[config.mk]
export PLATFORM = sky130hd
export DESIGN_NAME = smb_blk_engine
export DESIGN_NICKNAME = d
export VERILOG_FILES = /design/src/rtl/smb_blk_pkg.sv /design/src/rtl/smb_blk_ram.sv /design/src/rtl/smb_blk_ctrl.sv /design/src/rtl/smb_blk_engine.sv
export SDC_FILE = /design/constraint.sdc
export NUM_CORES = 1
export LEC_CHECK = 0
export BUFFER_PORTS_ARGS = -buffer_cell sky130_fd_sc_hd__buf_4
export CORE_MARGIN = 8
export CORE_UTILIZATION = 55
export CTS_CLUSTER_DIAMETER = 120
export DETAILED_ROUTE_END_ITERATION = 8
export PLACE_DENSITY_LB_ADDON = 0.3
export SYNTH_ARGS = -nofsm -noshare
export SYNTH_HDL_FRONTEND = slang
export SYNTH_SLANG_ARGS = --single-unit
[constraint.sdc]
create_clock -name clk -period 8.8 [get_ports clk]
set_input_delay 1.76 -clock clk [delete_from_list [all_inputs] [get_ports clk]]
set_output_delay 1.76 -clock clk [all_outputs]
set_load 0.005 [all_outputs]
[src/rtl/smb_blk_pkg.sv]
package smb_blk_pkg;
  typedef enum logic [2:0] {
    SEL_STAT = 3'd0,
    SEL_CTRL = 3'd1,
    SEL_CNT  = 3'd2,
    SEL_BLK  = 3'd3,
    SEL_AUX  = 3'd4
  } reg_sel_e;

  localparam int ST_BUSY  = 0;
  localparam int ST_INTR  = 1;
  localparam int ST_DERR  = 2;
  localparam int ST_BDONE = 7;

  localparam int CT_START = 6;
  localparam int CT_LAST  = 5;

  localparam logic [2:0] PROTO_BLOCK = 3'd5;
  localparam logic [2:0] PROTO_I2C   = 3'd6;

  localparam int AUX_BUF = 1;
endpackage

[src/rtl/smb_blk_ram.sv]
module smb_blk_ram #(
  parameter int DEPTH = 32,
  parameter int DW    = 8,
  localparam int AW   = $clog2(DEPTH)
) (
  input  logic          clk,
  input  logic          we,
  input  logic [AW-1:0] waddr,
  input  logic [DW-1:0] wdata,
  input  logic          re_a,
  input  logic [AW-1:0] raddr_a,
  output logic [DW-1:0] q_a,
  input  logic [AW-1:0] raddr_b,
  output logic [DW-1:0] q_b
);
  logic [DW-1:0] mem [DEPTH];

  always_ff @(posedge clk) begin
    if (we) mem[waddr] <= wdata;
    if (re_a) q_a <= mem[raddr_a];
    q_b <= mem[raddr_b];
  end
endmodule

[src/rtl/smb_blk_ctrl.sv]
module smb_blk_ctrl
  import smb_blk_pkg::*;
#(
  parameter int DEPTH = 32,
  parameter int DW    = 8,
  localparam int AW   = $clog2(DEPTH),
  localparam int IW   = $clog2(DEPTH + 1)
) (
  input  logic          clk,
  input  logic          rst,
  input  logic          reg_wr,
  input  logic [2:0]    reg_sel,
  input  logic [DW-1:0] reg_wdata,
  input  logic          blk_rd,
  input  logic          addr_read,
  input  logic          eng_push,
  input  logic [DW-1:0] eng_byte,
  input  logic          eng_done,
  input  logic [DW-1:0] eng_count,
  input  logic          eng_err,
  input  logic [DW-1:0] ram_q,
  output logic          ram_we,
  output logic [AW-1:0] ram_waddr,
  output logic [DW-1:0] ram_wdata,
  output logic          ram_re,
  output logic [AW-1:0] ram_raddr,
  output logic [DW-1:0] blk_rdata,
  output logic [DW-1:0] data0,
  output logic [7:0]    status,
  output logic [1:0]    aux,
  output logic          wr_req,
  output logic          rd_req,
  output logic          i2c_req,
  output logic          next_req,
  output logic          next_last,
  output logic          i2c_end
);
  logic [IW-1:0] idx_q, idx_n, eff, eff1, nxt, start_idx;
  logic [DW-1:0] data0_q, data0_n, blkdat_q, blkdat_n;
  logic [1:0]    aux_q, aux_n;
  logic [2:0]    proto_q, proto_n;
  logic busy_q, busy_n, intr_q, intr_n, derr_q, derr_n, bdone_q, bdone_n;
  logic last_q, last_n, opdone_q, opdone_n, i2c_q, i2c_n, i2cop_q, i2cop_n;
  logic wrdir_q, wrdir_n, hold_q, hold_n;
  logic wr_req_n, rd_req_n, i2c_req_n, next_req_n, next_last_n, i2c_end_n;
  logic byte_mode, rd_path;

  function automatic logic [DW-1:0] wid(input logic [IW-1:0] v);
    return {{(DW-IW){1'b0}}, v};
  endfunction

  assign eff       = (idx_q >= IW'(DEPTH)) ? '0 : idx_q;
  assign eff1      = eff + 1'b1;
  assign nxt       = (idx_q + 1'b1 >= IW'(DEPTH)) ? '0 : idx_q + 1'b1;
  assign byte_mode = !opdone_q && (i2c_q || !aux_q[AUX_BUF]);
  assign rd_path   = i2c_q || !wrdir_q;
  assign blk_rdata = hold_q ? ram_q : blkdat_q;

  always_comb begin
    idx_n = idx_q; data0_n = data0_q; blkdat_n = blkdat_q; aux_n = aux_q;
    proto_n = proto_q; busy_n = busy_q; intr_n = intr_q; derr_n = derr_q;
    bdone_n = bdone_q; last_n = last_q; opdone_n = opdone_q; i2c_n = i2c_q;
    i2cop_n = i2cop_q; wrdir_n = wrdir_q; hold_n = hold_q;
    wr_req_n = 1'b0; rd_req_n = 1'b0; i2c_req_n = 1'b0;
    next_req_n = 1'b0; next_last_n = 1'b0; i2c_end_n = 1'b0;
    ram_we = 1'b0; ram_waddr = eff[AW-1:0]; ram_wdata = reg_wdata;
    ram_re = 1'b0; ram_raddr = eff[AW-1:0];
    start_idx = idx_q;
    if (reg_wr) begin
      case (reg_sel_e'(reg_sel))
        SEL_STAT: begin
          intr_n  = intr_q  & ~reg_wdata[ST_INTR];
          derr_n  = derr_q  & ~reg_wdata[ST_DERR];
          bdone_n = bdone_q & ~reg_wdata[ST_BDONE];
          if (bdone_q && reg_wdata[ST_BDONE] && byte_mode) begin
            idx_n = nxt;
            if (!rd_path) begin
              if (wid(nxt) == data0_q) begin
                wr_req_n = 1'b1; intr_n = 1'b1; busy_n = 1'b0;
                opdone_n = 1'b1; idx_n = '0;
              end else begin
                ram_we = 1'b1; ram_waddr = nxt[AW-1:0]; ram_wdata = blk_rdata;
                bdone_n = 1'b1;
              end
            end else if (last_q) begin
              opdone_n = 1'b1; idx_n = '0; intr_n = 1'b1; busy_n = 1'b0;
              if (i2c_q) begin
                i2c_n = 1'b0; next_req_n = 1'b1; next_last_n = 1'b1;
              end else begin
                ram_re = 1'b1; ram_raddr = nxt[AW-1:0]; hold_n = 1'b1;
              end
            end else if (i2c_q) begin
              next_req_n = 1'b1;
            end else begin
              ram_re = 1'b1; ram_raddr = nxt[AW-1:0]; hold_n = 1'b1; bdone_n = 1'b1;
            end
          end
        end
        SEL_CTRL: begin
          last_n  = reg_wdata[CT_LAST];
          proto_n = reg_wdata[4:2];
          if (reg_wdata[CT_START]) begin
            if (!opdone_q) begin
              start_idx = '0; idx_n = '0; opdone_n = 1'b1;
              if (i2c_q) begin i2c_n = 1'b0; i2c_end_n = 1'b1; end
            end
            if (!derr_q) begin
              if (reg_wdata[4:2] == PROTO_BLOCK) begin
                wrdir_n = !addr_read; i2cop_n = 1'b0; idx_n = '0;
                if (addr_read) begin
                  rd_req_n = 1'b1; busy_n = 1'b1;
                end else if (aux_q[AUX_BUF]) begin
                  if (wid(start_idx) == data0_q) begin
                    wr_req_n = 1'b1; intr_n = 1'b1; busy_n = 1'b0;
                  end else begin
                    derr_n = 1'b1;
                  end
                end else begin
                  opdone_n = 1'b0; busy_n = 1'b1; bdone_n = 1'b1;
                  ram_we = 1'b1; ram_waddr = '0; ram_wdata = blk_rdata;
                end
              end else if (reg_wdata[4:2] == PROTO_I2C) begin
                i2c_req_n = 1'b1; i2c_n = 1'b1; i2cop_n = 1'b1; wrdir_n = 1'b0;
                opdone_n = 1'b0; busy_n = 1'b1; idx_n = '0;
              end
            end
          end
        end
        SEL_CNT: data0_n = reg_wdata;
        SEL_BLK: begin
          if (aux_q[AUX_BUF]) begin
            ram_we = 1'b1; idx_n = eff1;
          end else begin
            blkdat_n = reg_wdata; hold_n = 1'b0;
          end
        end
        SEL_AUX: aux_n = reg_wdata[1:0];
        default: ;
      endcase
    end else if (blk_rd) begin
      if (aux_q[AUX_BUF] && !i2c_q) begin
        ram_re = 1'b1; hold_n = 1'b1; idx_n = eff1;
        if (!opdone_q && wid(eff1) == data0_q) begin
          opdone_n = 1'b1; idx_n = '0; busy_n = 1'b0;
        end
      end
    end else if (eng_push) begin
      if (i2cop_q) begin
        blkdat_n = eng_byte; hold_n = 1'b0;
        if (!opdone_q) bdone_n = 1'b1;
      end else begin
        ram_we = 1'b1; ram_wdata = eng_byte; idx_n = eff1;
      end
    end else if (eng_done) begin
      data0_n = eng_count; idx_n = '0; opdone_n = 1'b0;
      if (aux_q[AUX_BUF]) intr_n = 1'b1;
      else begin
        ram_re = 1'b1; ram_raddr = '0; hold_n = 1'b1; busy_n = 1'b1; bdone_n = 1'b1;
      end
    end else if (eng_err) begin
      derr_n = 1'b1; busy_n = 1'b0; opdone_n = 1'b1; idx_n = '0; i2c_n = 1'b0;
    end
  end

  always_ff @(posedge clk) begin
    if (rst) begin
      idx_q <= '0; data0_q <= '0; blkdat_q <= '0; aux_q <= '0; proto_q <= '0;
      busy_q <= 1'b0; intr_q <= 1'b0; derr_q <= 1'b0; bdone_q <= 1'b0;
      last_q <= 1'b0; opdone_q <= 1'b1; i2c_q <= 1'b0; i2cop_q <= 1'b0;
      wrdir_q <= 1'b0; hold_q <= 1'b0;
      wr_req <= 1'b0; rd_req <= 1'b0; i2c_req <= 1'b0;
      next_req <= 1'b0; next_last <= 1'b0; i2c_end <= 1'b0;
    end else begin
      idx_q <= idx_n; data0_q <= data0_n; blkdat_q <= blkdat_n; aux_q <= aux_n;
      proto_q <= proto_n; busy_q <= busy_n; intr_q <= intr_n; derr_q <= derr_n;
      bdone_q <= bdone_n; last_q <= last_n; opdone_q <= opdone_n; i2c_q <= i2c_n;
      i2cop_q <= i2cop_n; wrdir_q <= wrdir_n; hold_q <= hold_n;
      wr_req <= wr_req_n; rd_req <= rd_req_n; i2c_req <= i2c_req_n;
      next_req <= next_req_n; next_last <= next_last_n; i2c_end <= i2c_end_n;
    end
  end

  assign data0  = data0_q;
  assign aux    = aux_q;
  assign status = {bdone_q, 4'b0, derr_q, intr_q, busy_q};


  idx_range_chk: assert property (@(posedge clk) disable iff (rst) idx_q <= IW'(DEPTH));

  wr_idle_chk: assert property (@(posedge clk) disable iff (rst) wr_req |-> !busy_q);

  busy_fall_chk: assert property (@(posedge clk) disable iff (rst) $fell(busy_q) |-> opdone_q);

  next_src_chk: assert property (@(posedge clk) disable iff (rst) next_req |-> $past(i2c_q));

  end_src_chk: assert property (@(posedge clk) disable iff (rst) i2c_end |-> $past(i2c_q) && !i2c_q);

  req_one_chk: assert property (@(posedge clk) disable iff (rst) $onehot0({wr_req, rd_req, i2c_req}));
endmodule

[src/rtl/smb_blk_engine.sv]
module smb_blk_engine #(
  parameter int DEPTH = 32,
  parameter int DW    = 8,
  localparam int AW   = $clog2(DEPTH)
) (
  input  logic          clk,
  input  logic          rst,
  input  logic          reg_wr,
  input  logic [2:0]    reg_sel,
  input  logic [DW-1:0] reg_wdata,
  input  logic          blk_rd,
  input  logic          addr_read,
  output logic [DW-1:0] blk_rdata,
  output logic [DW-1:0] data0,
  output logic [7:0]    status,
  output logic [1:0]    aux,
  input  logic          eng_push,
  input  logic [DW-1:0] eng_byte,
  input  logic          eng_done,
  input  logic [DW-1:0] eng_count,
  input  logic          eng_err,
  input  logic [AW-1:0] eng_raddr,
  output logic [DW-1:0] eng_rdata,
  output logic          wr_req,
  output logic [DW-1:0] wr_count,
  output logic          rd_req,
  output logic          i2c_req,
  output logic          next_req,
  output logic          next_last,
  output logic          i2c_end
);
  logic          ram_we, ram_re;
  logic [AW-1:0] ram_waddr, ram_raddr;
  logic [DW-1:0] ram_wdata, ram_q;

  smb_blk_ram #(.DEPTH(DEPTH), .DW(DW)) u_ram (
    .clk(clk), .we(ram_we), .waddr(ram_waddr), .wdata(ram_wdata),
    .re_a(ram_re), .raddr_a(ram_raddr), .q_a(ram_q),
    .raddr_b(eng_raddr), .q_b(eng_rdata)
  );

  smb_blk_ctrl #(.DEPTH(DEPTH), .DW(DW)) u_ctrl (
    .clk(clk), .rst(rst), .reg_wr(reg_wr), .reg_sel(reg_sel), .reg_wdata(reg_wdata),
    .blk_rd(blk_rd), .addr_read(addr_read), .eng_push(eng_push), .eng_byte(eng_byte),
    .eng_done(eng_done), .eng_count(eng_count), .eng_err(eng_err), .ram_q(ram_q),
    .ram_we(ram_we), .ram_waddr(ram_waddr), .ram_wdata(ram_wdata),
    .ram_re(ram_re), .ram_raddr(ram_raddr), .blk_rdata(blk_rdata), .data0(data0),
    .status(status), .aux(aux), .wr_req(wr_req), .rd_req(rd_req), .i2c_req(i2c_req),
    .next_req(next_req), .next_last(next_last), .i2c_end(i2c_end)
  );

  assign wr_count = data0;
endmodule

==> reports/metrics.yaml, run 1 <==
status: "completed"
clk_latency_ps: 530
switchingPower_w: 0.000904
p_int_w: 0.00275
ys_seq_elements: 312
hpwl_um: 32700
power_frac_clock_pct: 41.6
relSlewSlack_pct: 11.7
holdPathStages: 2
via_per_inst: 6.76
endpoint_kind: "flip-flop"
final.setup.tns_ps: 0
slowest_stage: "buf_4"
crit_path_start_kind: "primary input"
initial_utilization_pct: 55.7
post_cts_buffers: 0
crit_path_start: "reg_wr"
clock_path_buffers: 3
setup_viol: 0
switching_share_pct: 24.8
drv_cap: 0
ctsResizeCount: 0
crit_path_max_fanout: 91
diodes: 0
worst_path_most_repeated_cell: "buf_4"
power_w: 0.00365
drt_wl_total_um: 49400
cts_buffers: 34
cp-endpoint: "u_ram.q_a[0]"
rsz0062_at_grt: "no"
core_area_mm2: 0.0296
layout_commonest_cell: "nand2_1"
hold_viol_final: 0
critical_path_class: "in2reg"
ys_warn_count: 0
syn_avg_cell_area_um2: 11.5
ios: 88
rr_startpoint: "u_ctrl.idx_q[0]"
worst_r2r_endpoint: "u_ram.mem[14][1]"
grt_overflow: 0
drcViolationCount: 0
nFillCells: 2273
pwr-share-seq_pct: 45.5
first_iter_violations: 2060
drive_gt1_share_pct: 19.9
cts_hold_buf: 0
ff2ff_setup_slack_ps: 4050
clock_skew_ps: 18.9
first_global_vias: 12100
die_area_mm2: 0.0357
track_usage_pct: 27.4
gp_congestion: 0.939
port-buffer-count: 83
worst_pin_slew_ps: 1320
cts_root_buf: "clkbuf_16"
area_growth_pct: 11.9
finalWorstPathRequiredPeriod_ps: 5260
maxSlewViolCount: 0
fmax_mhz: 190
wl_per_cell_um: 26.5
fp.dieW_um: 189
cp.required_ps: 9080
crit_chain: "buf_4 > nor3b_2 > nand4_2 > o21ai_4 > buf_4 > mux4_2 > nand2_1 > nand4b_1 > and4_1"
htreeDepth: 2
p_comb_share_pct: 12.9
grt_pass1_wl_um: 74600
grt_max_degree: 92
reg2regPathDepth: 9
synth_area_mm2: 0.0165
synthCells: 1431
cts_sinks: 312
rows: 63
fp.dieH_um: 189
yosysSeqAreaShare_pct: 54.0
dr.pass1.iters: 6
ir_drop_mv: 0.188
ant_nets: 0
p_leak_nw: 6.37
vias: 12600
synth_ff_type: "edfxtp_1"
arrival_ps: 5540
yosysUniqueCellTypes: 89
period_share_pct: 59.8
synth-edff-count: 264
clk_pin_slew_ps: 70
async_reset_ff_share_pct: 0
critPathMaxStageDelay_ps: 850
mostFrequentLayoutCells: "280 x nand2_1, 264 x edfxtp_1, 102 x nor2_1"
min_from: "u_ctrl.blkdat_q[7]"
min_path_type: "reg2reg"
tritoncts: "done"
power_density_mw_per_mm2: 198
antenna_found_initial: 1
final_nets: 1494
==> layout make-up <==
| type | instances | area [um^2] | area share (%) |
|---|---|---|---|
| clock inverter | 17 | 225 | 1.22 |
| multi-input combinational | 986 | 7030 | 38.2 |
| sequential | 312 | 8890 | 48.2 |
| inverter | 16 | 60.1 | 0.326 |
| clock buffer | 44 | 971 | 5.27 |
| tap | 390 | 488 | 2.65 |
| timing repair buffer | 101 | 758 | 4.12 |
==> power groups by stage <==
stage	logic, W	registers [W]	clock network (W)
4_1_cts	0.000466	0.00166	0.00153
6_report	0.000472	0.00166	0.00152
2_1_floorplan	0.000316	0.00168	0
3_5_place_dp	0.000463	0.00169	0
5_1_grt	0.000504	0.00166	0.00159
3_3_place_gp	0.000456	0.00169	0
==> worst min path at each step <==
stage,endpoint
2_1_floorplan,u_ctrl.i2cop_q
4_1_cts,u_ctrl.blkdat_q[7]
3_3_place_gp,u_ctrl.aux[0]
5_1_grt,u_ctrl.blkdat_q[3]
3_5_place_dp,u_ctrl.blkdat_q[7]
6_report,u_ctrl.blkdat_q[7]
==> cells in the mapped netlist (all sizes together) (30+ instances only) <==
cell type / number / area, um^2
mux4: 82 / 1850
nand2: 280 / 1050
a21oi: 44 / 231
o21ai: 30 / 161
clkbuf: 64 / 240
dfxtp: 48 / 961
nand3: 89 / 445
a31oi: 36 / 246
buf: 56 / 319
a211oi: 31 / 233
edfxtp: 264 / 7930
nor2: 103 / 387
==> registers in the layout, indices dropped and copies added, names as in the netlist, 2 cells and up <==
name	cells
u_ram.q_a	8
u_ctrl.aux	2
u_ram.mem	256
u_ctrl.blkdat_q	8
u_ctrl.idx_q	6
u_ram.q_b	8
u_ctrl.data0	8
==> metrics by stage <==
step / area [um^2] / utilization (%) / hold WS (ps) / setup WS, ps / instances
2_1_floorplan: 16500 / - / 448 / 3870 / 1434
3_3_place_gp: 17200 / 58.3 / 480 / 3270 / 1805
3_5_place_dp: 17200 / 58.3 / 491 / 3140 / 1805
4_1_cts: 18400 / 62.3 / 498 / 3680 / 1866
5_1_grt: 18400 / 62.3 / 517 / 3310 / 1866
6_report: 18400 / 62.3 / 500 / 3540 / 1866
==> worst max-delay path, delay by kind of cell <==
kind                   cells  cell delay [ps]
buffers and inverters      2             1320
and+or+nand+nor            5             1030
AOI/OAI and AO/OA          1              680
muxes                      1              600
==> logic make-up (layout without fill, tap and decap cells) <==
family / Yosys count / after routing / synth area share (%)
simple gates: 599 / 599 / 16.6
compound gates: 239 / 239 / 10.5
mux: 126 / 126 / 14.0
xor+xnor: 15 / 15 / 0.889
buf+inv: 136 / 178 / 3.76
other cells: 1 / 4 / 0.0228
fa+ha+maj: 3 / 3 / 0.228
flops: 312 / 312 / 54.0
==> layer usage <==
metal	global-route usage [%]	vias to the layer above	wire length, um	part of all wire (%)
met5	0	-	0	0
met4	13.3	0	2500	5.1
met1	37.5	6144	19000	38
met2	41.3	878	21800	44
li1	-	5448	-	-
met3	5.63	135	6070	12
No activity file was read; power rests on OpenSTA's default activity.
==> run 2, diff against run 1 <==
- clock period: 8.8 -> 5.5 ns (I/O delays scaled with it)
==> run 2 against run 1 <==
Worst setup slack worse by 2500 ps. Global-route usage up 0.49 points. Clock-buffer cell count up 3. Sequential power up 60%. Utilization up 0.66 points. Sequential cell count unchanged. Design area up 1.1%. First-iteration DRC count down 12%.
==> reports/metrics.yaml, run 2 (synthesis gave the netlist of run 1 again) <==
final.setup.tns_ps: 0  # unchanged
mostFrequentLayoutCells: "280 x nand2_1, 264 x edfxtp_1, 119 x buf_4"  # was 280 x nand2_1, 264 x edfxtp_1, 102 x nor2_1
cts_buffers: 35  # was 34
track_usage_pct: 27.9  # was 27.4%
p_leak_nw: 6.49  # was 6.37 nW
drcViolationCount: 0  # unchanged
min_path_type: "reg2reg"  # unchanged
tritoncts: "done"  # unchanged
rows: 63  # unchanged
status: "completed"  # unchanged
place_area_mm2: 0.0175  # was 0.0172 mm^2
layout_commonest_cell: "nand2_1"  # unchanged
finalWorstPathRequiredPeriod_ps: 4420
p_int_w: 0.00428  # was 0.00275 W
power_density_mw_per_mm2: 311  # was 198 mW/mm^2
initial_utilization_pct: 55.7  # unchanged
via_per_inst: 6.80  # was 6.76
critPathTopFamily: "simple AND/OR/NAND/NOR gates"  # was buffers and inverters
grt_pass1_wl_um: 76200  # was 74,600 um
post_cts_buffers: 0  # unchanged
crit_path_max_fanout: 14  # was 91
hpwl_um: 35500  # was 32,700 um
maxSlewViolCount: 0  # unchanged
ctsResizeCount: 0  # unchanged
largest_register_ffs: 256  # unchanged
final_area_mm2: 0.0186  # was 0.0184 mm^2
relSlewSlack_pct: 32.4  # was 11.7%
cts_sinks: 312  # unchanged
cts_root_buf: "clkbuf_16"  # unchanged
period_share_pct: 80.3
fmax_mhz: 226
ios: 88  # unchanged
crit_chain: "nand3_1 > xor2_1 > o21ai_0 > and4b_1 > a31oi_4 > o21ai_2 > a22oi_1 > or3b_1 > nor2_1"  # was buf_4 > nor3b_2 > nand4_2 > o21ai_4 > buf_4 > mux4_2 > nand2_1 > nand4b_1 > and4_1
p_comb_share_pct: 13.8  # was 12.9%
crit_buf_inv: 0  # was 2
pwr-share-seq_pct: 46.0  # was 45.5%
port-buffer-count: 83  # unchanged
wl_per_cell_um: 27.0  # was 26.5 um
gp_congestion: 1.01  # was 0.939
pre_cts_ws_ps: 798  # was 3140 ps
crit_path_start_kind: "flip-flop"  # was primary input
critical_path_class: "reg2reg"  # was in2reg
clk_latency_ps: 540  # was 530 ps
nFillCells: 2310  # was 2,273
fp.dieH_um: 189  # unchanged
first_global_vias: 12000  # was 12,100
grt_max_degree: 94  # was 92
dr.pass1.iters: 8  # was 6
endpoint_kind: "flip-flop"  # unchanged
clock_path_buffers: 3  # unchanged
slowest_stage: "nor2_1"  # was buf_4
arrival_ps: 4560  # was 5540 ps
grt_overflow: 0  # unchanged
antenna_found_initial: 0  # was 1
setup_viol: 0  # unchanged
die_area_mm2: 0.0357  # unchanged
hold_viol_final: 0  # unchanged
drv_cap: 0  # unchanged
vias: 12900  # was 12,600
rsz0062_at_grt: "no"  # unchanged
setup_ws_ps: 1080  # was 3540 ps
cp.required_ps: 5640  # was 9080 ps
ant_nets: 0  # unchanged
core_area_mm2: 0.0296  # unchanged
drt_wl_total_um: 51100  # was 49,400 um
drive_gt1_share_pct: 21.0  # was 19.9%
htreeDepth: 2  # unchanged
power_frac_clock_pct: 40.3  # was 41.6%
diodes: 0  # unchanged
ir_drop_mv: 0.275  # was 0.188 mV
top_register: "u_ram.mem"  # unchanged
clk_pin_slew_ps: 60  # was 70 ps
worst_pin_slew_ps: 1010  # was 1320 ps
switching_share_pct: 26.1  # was 24.8%
final_nets: 1518  # was 1,494
area_growth_pct: 13.1  # was 11.9%
critPathMaxStageDelay_ps: 720  # was 850 ps
fp.dieW_um: 189  # unchanged
first_iter_violations: 1813  # was 2,060
cts_hold_buf: 0  # unchanged
switchingPower_w: 0.00151  # was 0.000904 W
clock_skew_ps: 30.5  # was 18.9 ps
## run 2: metal layers
layer  vias up  global-route usage [%]  wire, um
li1       5493                       -         -
met1      6355                    37.8     19700
met2       901                    44.1     23600
met3       113                    5.65      5790
met4         0                    10.4      1900
met5         -                       0         0
## run 2: stage by stage
step                      hold slack [ps]  util, %  instances  total power [W]
after floorplan                       448        -       1434          0.00320
after global placement                483     59.1       1828          0.00348
after detailed placement              493     59.1       1828          0.00349
after CTS                             500     63.0       1892          0.00579
after global routing                  532     63.0       1892          0.00594
final                                 499     63.0       1892          0.00578
## run 2: layout make-up
type	count	area, um^2	area share (%)
clock inverters	17	185	0.994
multi-input cells	986	7030	37.8
well taps	390	488	2.62
flip-flops and latches	312	8890	47.7
inverters	16	60.1	0.323
repair buffers	124	993	5.34
clock buffers	47	972	5.22
## run 2: final timing paths
| path | slack, ps | start | cells after the start | end |
|---|---|---|---|---|
| max | 1080 | u_ctrl.idx_q[2] | 9 | u_ram.mem[2][3] |
| min | 500 | u_ctrl.blkdat_q[2] | 2 | u_ctrl.blkdat_q[2] |
| max reg2reg | 1080 | u_ctrl.idx_q[2] | 9 | u_ram.mem[2][3] |
| min reg2reg | 500 | u_ctrl.blkdat_q[2] | 2 | u_ctrl.blkdat_q[2] |
## run 2: worst min-delay path: stages, from the launching register on
cell	delay [ps]
dfxtp_1	310
nor2_1	90
a211oi_1	50
## run 2: power groups by stage
stage	clock network (W)	registers [W]	logic, W
2_1_floorplan	0	0.00269	0.000506
6_report	0.00233	0.00266	0.000795
3_3_place_gp	0	0.00271	0.000771
5_1_grt	0.00244	0.00266	0.000843
4_1_cts	0.00235	0.00266	0.000783
3_5_place_dp	0	0.00271	0.000779
